**src/rtl/ras_pkg.sv**
```systemverilog
package ras_pkg;
  // Effective stack operation chosen for one cycle
  typedef enum logic [1:0] {
    RAS_IDLE = 2'd0,
    RAS_PUSH = 2'd1,
    RAS_POP  = 2'd2,
    RAS_SWAP = 2'd3
  } ras_op_e;
endpackage

```
**src/rtl/ras_ctrl.sv**
```systemverilog
module ras_ctrl
  import ras_pkg::*;
#(
  parameter int DEPTH        = 4,
  parameter int WRAP_ON_FULL = 1,
  localparam int PTR_W = (DEPTH > 1) ? $clog2(DEPTH) : 1,
  localparam int CNT_W = $clog2(DEPTH + 1)
) (
  input  logic             clk,
  input  logic             rst,
  input  logic             push_req,
  input  logic             pop_req,
  output ras_op_e          op,
  output logic             wr_en,
  output logic [PTR_W-1:0] wr_idx,
  output logic             rd_en,
  output logic [PTR_W-1:0] rd_idx,
  output logic [CNT_W-1:0] count
);
  logic [PTR_W-1:0] ptr_q, ptr_up, ptr_dn;
  logic [CNT_W-1:0] cnt_q;
  logic             is_empty, is_full;

  assign ptr_up   = (ptr_q == PTR_W'(DEPTH - 1)) ? '0 : ptr_q + 1'b1;
  assign ptr_dn   = (ptr_q == '0) ? PTR_W'(DEPTH - 1) : ptr_q - 1'b1;
  assign is_empty = (cnt_q == '0);
  assign is_full  = (cnt_q == CNT_W'(DEPTH));
  assign count    = cnt_q;

  always_comb begin
    op     = RAS_IDLE;
    wr_en  = 1'b0;
    wr_idx = ptr_up;
    rd_en  = 1'b0;
    rd_idx = ptr_dn;
    case ({push_req, pop_req})
      2'b10: begin
        if (!is_full || (WRAP_ON_FULL != 0)) begin
          op    = RAS_PUSH;
          wr_en = 1'b1;
        end
      end
      2'b01: begin
        if (!is_empty) begin
          op    = RAS_POP;
          rd_en = 1'b1;
        end
      end
      2'b11: begin
        wr_en = 1'b1;
        if (is_empty) begin
          op = RAS_PUSH;
        end else begin
          op     = RAS_SWAP;
          wr_idx = ptr_q;
        end
      end
      default: ;
    endcase
  end

  always_ff @(posedge clk) begin
    if (rst) begin
      ptr_q <= PTR_W'(DEPTH - 1);
      cnt_q <= '0;
    end else begin
      case (op)
        RAS_PUSH: begin
          ptr_q <= ptr_up;
          if (!is_full) cnt_q <= cnt_q + 1'b1;
        end
        RAS_POP: begin
          ptr_q <= ptr_dn;
          cnt_q <= cnt_q - 1'b1;
        end
        default: ;
      endcase
    end
  end
endmodule

```
**src/rtl/ras_store.sv**
```systemverilog
module ras_store #(
  parameter int ADDR_W = 32,
  parameter int DEPTH  = 4,
  localparam int PTR_W = (DEPTH > 1) ? $clog2(DEPTH) : 1
) (
  input  logic              clk,
  input  logic              wr_en,
  input  logic [PTR_W-1:0]  wr_idx,
  input  logic [ADDR_W-1:0] wr_data,
  input  logic              rd_en,
  input  logic [PTR_W-1:0]  rd_idx,
  output logic [ADDR_W-1:0] rd_data
);
  // One write port, one registered read port, no reset: RAM-inferable
  logic [ADDR_W-1:0] mem [DEPTH];

  always_ff @(posedge clk) begin
    if (wr_en) mem[wr_idx] <= wr_data;
  end

  always_ff @(posedge clk) begin
    if (rd_en) rd_data <= mem[rd_idx];
  end
endmodule

```
**src/rtl/ras_predictor.sv**
```systemverilog
module ras_predictor
  import ras_pkg::*;
#(
  parameter int ADDR_W       = 32,
  parameter int DEPTH        = 4,
  parameter int INST_BYTES   = 4,
  parameter int WRAP_ON_FULL = 1
) (
  input  logic              clk,
  input  logic              rst,
  input  logic              call_valid,
  input  logic [ADDR_W-1:0] call_pc,
  input  logic              ret_valid,
  input  logic [ADDR_W-1:0] ret_pc,
  output logic              pred_valid,
  output logic [ADDR_W-1:0] pred_target,
  output logic [ADDR_W-1:0] tos_addr,
  output logic              empty,
  output logic              full
);
  localparam int PTR_W = (DEPTH > 1) ? $clog2(DEPTH) : 1;
  localparam int CNT_W = $clog2(DEPTH + 1);
  localparam logic [ADDR_W-1:0] STEP = ADDR_W'(INST_BYTES);

  ras_op_e           op;
  logic              wr_en, rd_en;
  logic [PTR_W-1:0]  wr_idx, rd_idx;
  logic [CNT_W-1:0]  count;
  logic [ADDR_W-1:0] link_addr, fall_addr, rd_data, top_now;
  logic [ADDR_W-1:0] push_q;
  logic              from_mem_q;

  assign link_addr = call_pc + STEP;
  assign fall_addr = ret_pc + STEP;

  ras_ctrl #(.DEPTH(DEPTH), .WRAP_ON_FULL(WRAP_ON_FULL)) u_ctrl (
    .clk(clk), .rst(rst), .push_req(call_valid), .pop_req(ret_valid),
    .op(op), .wr_en(wr_en), .wr_idx(wr_idx), .rd_en(rd_en),
    .rd_idx(rd_idx), .count(count)
  );

  ras_store #(.ADDR_W(ADDR_W), .DEPTH(DEPTH)) u_store (
    .clk(clk), .wr_en(wr_en), .wr_idx(wr_idx), .wr_data(link_addr),
    .rd_en(rd_en), .rd_idx(rd_idx), .rd_data(rd_data)
  );

  // Top entry: the last pushed value, or the entry read back after a pop
  assign top_now  = from_mem_q ? rd_data : push_q;
  assign empty    = (count == '0);
  assign full     = (count == CNT_W'(DEPTH));
  assign tos_addr = empty ? '0 : top_now;

  always_ff @(posedge clk) begin
    if (rst) begin
      push_q      <= '0;
      from_mem_q  <= 1'b0;
      pred_valid  <= 1'b0;
      pred_target <= '0;
    end else begin
      if (op == RAS_POP) begin
        from_mem_q <= 1'b1;
      end else if (op != RAS_IDLE) begin
        from_mem_q <= 1'b0;
        push_q     <= link_addr;
      end
      pred_valid <= 1'b0;
      if (ret_valid) begin
        if (!empty) begin
          pred_valid  <= 1'b1;
          pred_target <= top_now;
        end else begin
          pred_target <= fall_addr;
        end
      end
    end
  end
endmodule

```
**config.mk**
```make
export PLATFORM = sky130hd
export DESIGN_NAME = ras_predictor
export DESIGN_NICKNAME = d
export VERILOG_FILES = /design/src/rtl/ras_pkg.sv /design/src/rtl/ras_ctrl.sv /design/src/rtl/ras_store.sv /design/src/rtl/ras_predictor.sv
export SDC_FILE = /design/constraint.sdc
export NUM_CORES = 1
export LEC_CHECK = 0
export CORE_MARGIN = 10
export CORE_UTILIZATION = 60
export DETAILED_ROUTE_END_ITERATION = 10
export GPL_ROUTABILITY_DRIVEN = 0
export PLACE_DENSITY = 0.95
export SETUP_SLACK_MARGIN = 0.2
export SLEW_MARGIN = 20
export SYNTH_ARGS = -nofsm -noshare
export SYNTH_HDL_FRONTEND = slang
export SYNTH_HIERARCHICAL = 1
export SYNTH_SLANG_ARGS = --single-unit
```
**constraint.sdc**
```tcl
create_clock -name clk -period 12.5 [get_ports clk]
set_input_delay 2.5 -clock clk [delete_from_list [all_inputs] [get_ports clk]]
set_output_delay 2.5 -clock clk [all_outputs]
set_load 0.02 [all_outputs]
```
==> metrics.txt <==
HPWL Detailed roughly 17 mm; type of origin of the critical path register; hold_ws 0.474 ns; Seq cells post-synth ~230; CTS Buf Count 22; Area after DPL 11700 um^2; FP Rows 47; Register Area 6230 um^2; total setup buffers inserted after CTS 0; area of the multi-input gates 3730 um^2; initial antenna violation count 1; minimum clock period roughly 5.7 ns; CTS tree built; clock root buffer clkbuf_16; GR Util met3 4.53%; post-synthesis sequential area ratio 60.6%; instance count on the critical path 4; core area 16700 um^2; Mapped Nets 853; Post-CTS Resized 0; length in cells of the worst reg-to-reg path 6; sequence of cells on the critical path or3_1 > inv_2 > nor2_1 > clkdlybuf4s50_1; Slowest cell on crit path inv_2; met1 Use GR 29.4%; top-area cell type share of the netlist area 46.8%; crit path max fanout 57; slack of the critical path 6.80 ns; Fillers 948; relative slew slack 37.1%; layout cell share with drive strength beyond 1 around 11%; Synth Area per Inst 13.2 um^2; first-pass GRT wire length 41.0 mm; Hold Vio Cnt, Final 0; grt ovf 0; yosys warns 6; hold path endpoint pred_target[9]; max incr delay on CP around 0.80 ns; die area 22800 um^2; synth-to-layout area growth 21.5%; crit-path leading delay family buffers and inverters; setup slack, reg-to-reg 9.58 ns; port bufs 134; ys flop type edfxtp_1; largest net degree at the start of global routing 73; total power 2.23 mW; Worst VDD drop 0.000116 V; clk slew on worst S/H paths 0.06 ns; Synth Cell Area approximately 10000 um^2; DR iter-0 viols approximately 830; reg2reg start u_ctrl/count[0]; CTS hold repair buffers 0; Hold Path Cell Cnt 2; vias in the first global route 7193; cell with the most instances after synthesis edfxtp_1; fmax roughly 0.18 GHz; Post-layout nets 977; status finished, final reports clean; WP data required 10.00 ns; slew of the pin with the lowest slew margin 0.942 ns; synth cell count leaders edfxtp_1, nor2_1, dfxtp_1, mux2i_1, xnor2_1; R2R Path End u_store/mem[0][17]; number of diodes 0; initial core utilization 61.5%; Final Instance Area 12500 um^2; number of enable flip-flop cells after synthesis 160; Die X 151 um; ANT nets after route 0; critical setup path kind register to output pin; final setup skew 0.00999 ns; Place WS 7.22 ns; critical path arrival 3.20 ns; leakage power 4.30 nW; chip height 151 um; Worst setup EP type output pin; routing usage on met2 39.0%; synth unique cells 57; Slew Viols, Final 0; P per Cell Area approximately 180 nW/um^2; Hold WC Path Type register to register; Syn Inst Count 778; top cells by area, synth edfxtp_1, dfxtp_1, mux4_2; Buf+Inv Stages, Crit Path 2; CTS Sinks 231; # DRC 0; Setup crit start u_ctrl/count[1]; H-tree Lvls 1; leading area contributor after synthesis edfxtp_1; Final period util 45.6%; Vias between 7000 and 8000; setup_tns 0 ns; IO Count 135; CTS Buffer Depth 3; via density per instance 6.30; later-pin clock latency in the skew report 0.51 ns; Most Crowded Layer GR met2; routed len/inst 23.9 um; worst hold start pred_target[9]; DRT Pass-1 Iters 5; GRT Total Usage 23.1%; ys async rst share 0%; Max Cap Violations 0; Final setup viols 0; RSZ-0062 raised after global routing no; final wirelength 27.2 mm
-- area by class of cell --
type                            instances  area share, %
Multi-Input combinational cell        481           29.9
Tap cell                              220           2.21
Clock buffer                           30           5.06
Clock inverter                         10           1.02
Sequential cell                       231           49.9
Inverter                               22          0.662
Timing Repair Buffer                  144           11.2
-- stage by stage --
| step | instances | utilization (%) |
|---|---|---|
| detailed placement | 1098 | 70.1 |
| global route | 1138 | 74.7 |
| CTS | 1138 | 74.7 |
| floorplan | 778 | - |
| global placement | 1098 | 70.1 |
| finish | 1138 | 74.7 |
-- layer usage --
metal  routed length (um)  share of wire, %
met1                10100                37
met2                13300                49
met3                 3100                11
met4                  730               2.7
met5                   11             0.040
-- worst min-delay path, delay by kind of cell (launching register included) --
| family | cells | cell delay (ns) |
|---|---|---|
| and+or+nand+nor | 1 | 0.06 |
| DFF | 1 | 0.31 |
| AOI/OAI and AO/OA | 1 | 0.05 |
-- power by group --
group / total (mW) / leakage, nW / internal [mW] / switching (mW)
combinational: 0.529 / 1.88 / 0.226 / 0.303
sequential: 1.01 / 2.06 / 0.958 / 0.0473
clock: 0.697 / 0.369 / 0.416 / 0.281
total: 2.23 / 4.30 / 1.60 / 0.631
-- worst max-delay path by stage --
stage	end	slack, ns
floorplan	u_store/mem[0][0]	6.54
global placement	u_store/mem[0][26]	7.34
detailed placement	u_store/mem[0][26]	7.22
CTS	tos_addr[0]	6.85
global route	tos_addr[24]	6.67
finish	tos_addr[24]	6.80
-- cells in the final DEF (no fill, tap or decap), types with 13 or more instances in the layout --
| cell type | instances |
|---|---|
| nor3_1 | 15 |
| mux2i_1 | 54 |
| xor2_1 | 20 |
| edfxtp_1 | 160 |
| o21a_1 | 20 |
| dfxtp_1 | 70 |
| a21oi_1 | 19 |
| nand2_1 | 23 |
| xnor2_1 | 33 |
| nor2_1 | 107 |
| clkbuf_16 | 23 |
| o21ai_0 | 14 |
| nand4_1 | 13 |
| nand3_1 | 28 |
| mux4_2 | 30 |
| clkdlybuf4s50_1 | 131 |
| inv_1 | 21 |
-- sequential cells by signal, indices dropped and copies added (netlist names) --
register	cells
u_store/rd_data	32
pred_valid	1
from_mem_q	1
u_ctrl/count	3
pred_target	32
push_q	32
u_ctrl/ptr_q	2
u_store/mem	128
-- kinds of logic (layout without fill, tap and decap cells) --
group                    after synthesis  count (layout)  share of synthesized area, %
adder cells (fa/ha/maj)                7               7                         0.926
AND/OR/NAND/NOR                      243             243                          12.3
flip-flops                           231             231                          60.6
XOR/XNOR                              53              53                          4.52
AO/OA/AOI/OAI                         91              91                          5.96
buffers and inverters                 66             206                          3.18
multiplexers                          87              87                          12.5
(Power assumes the default switching activity.)
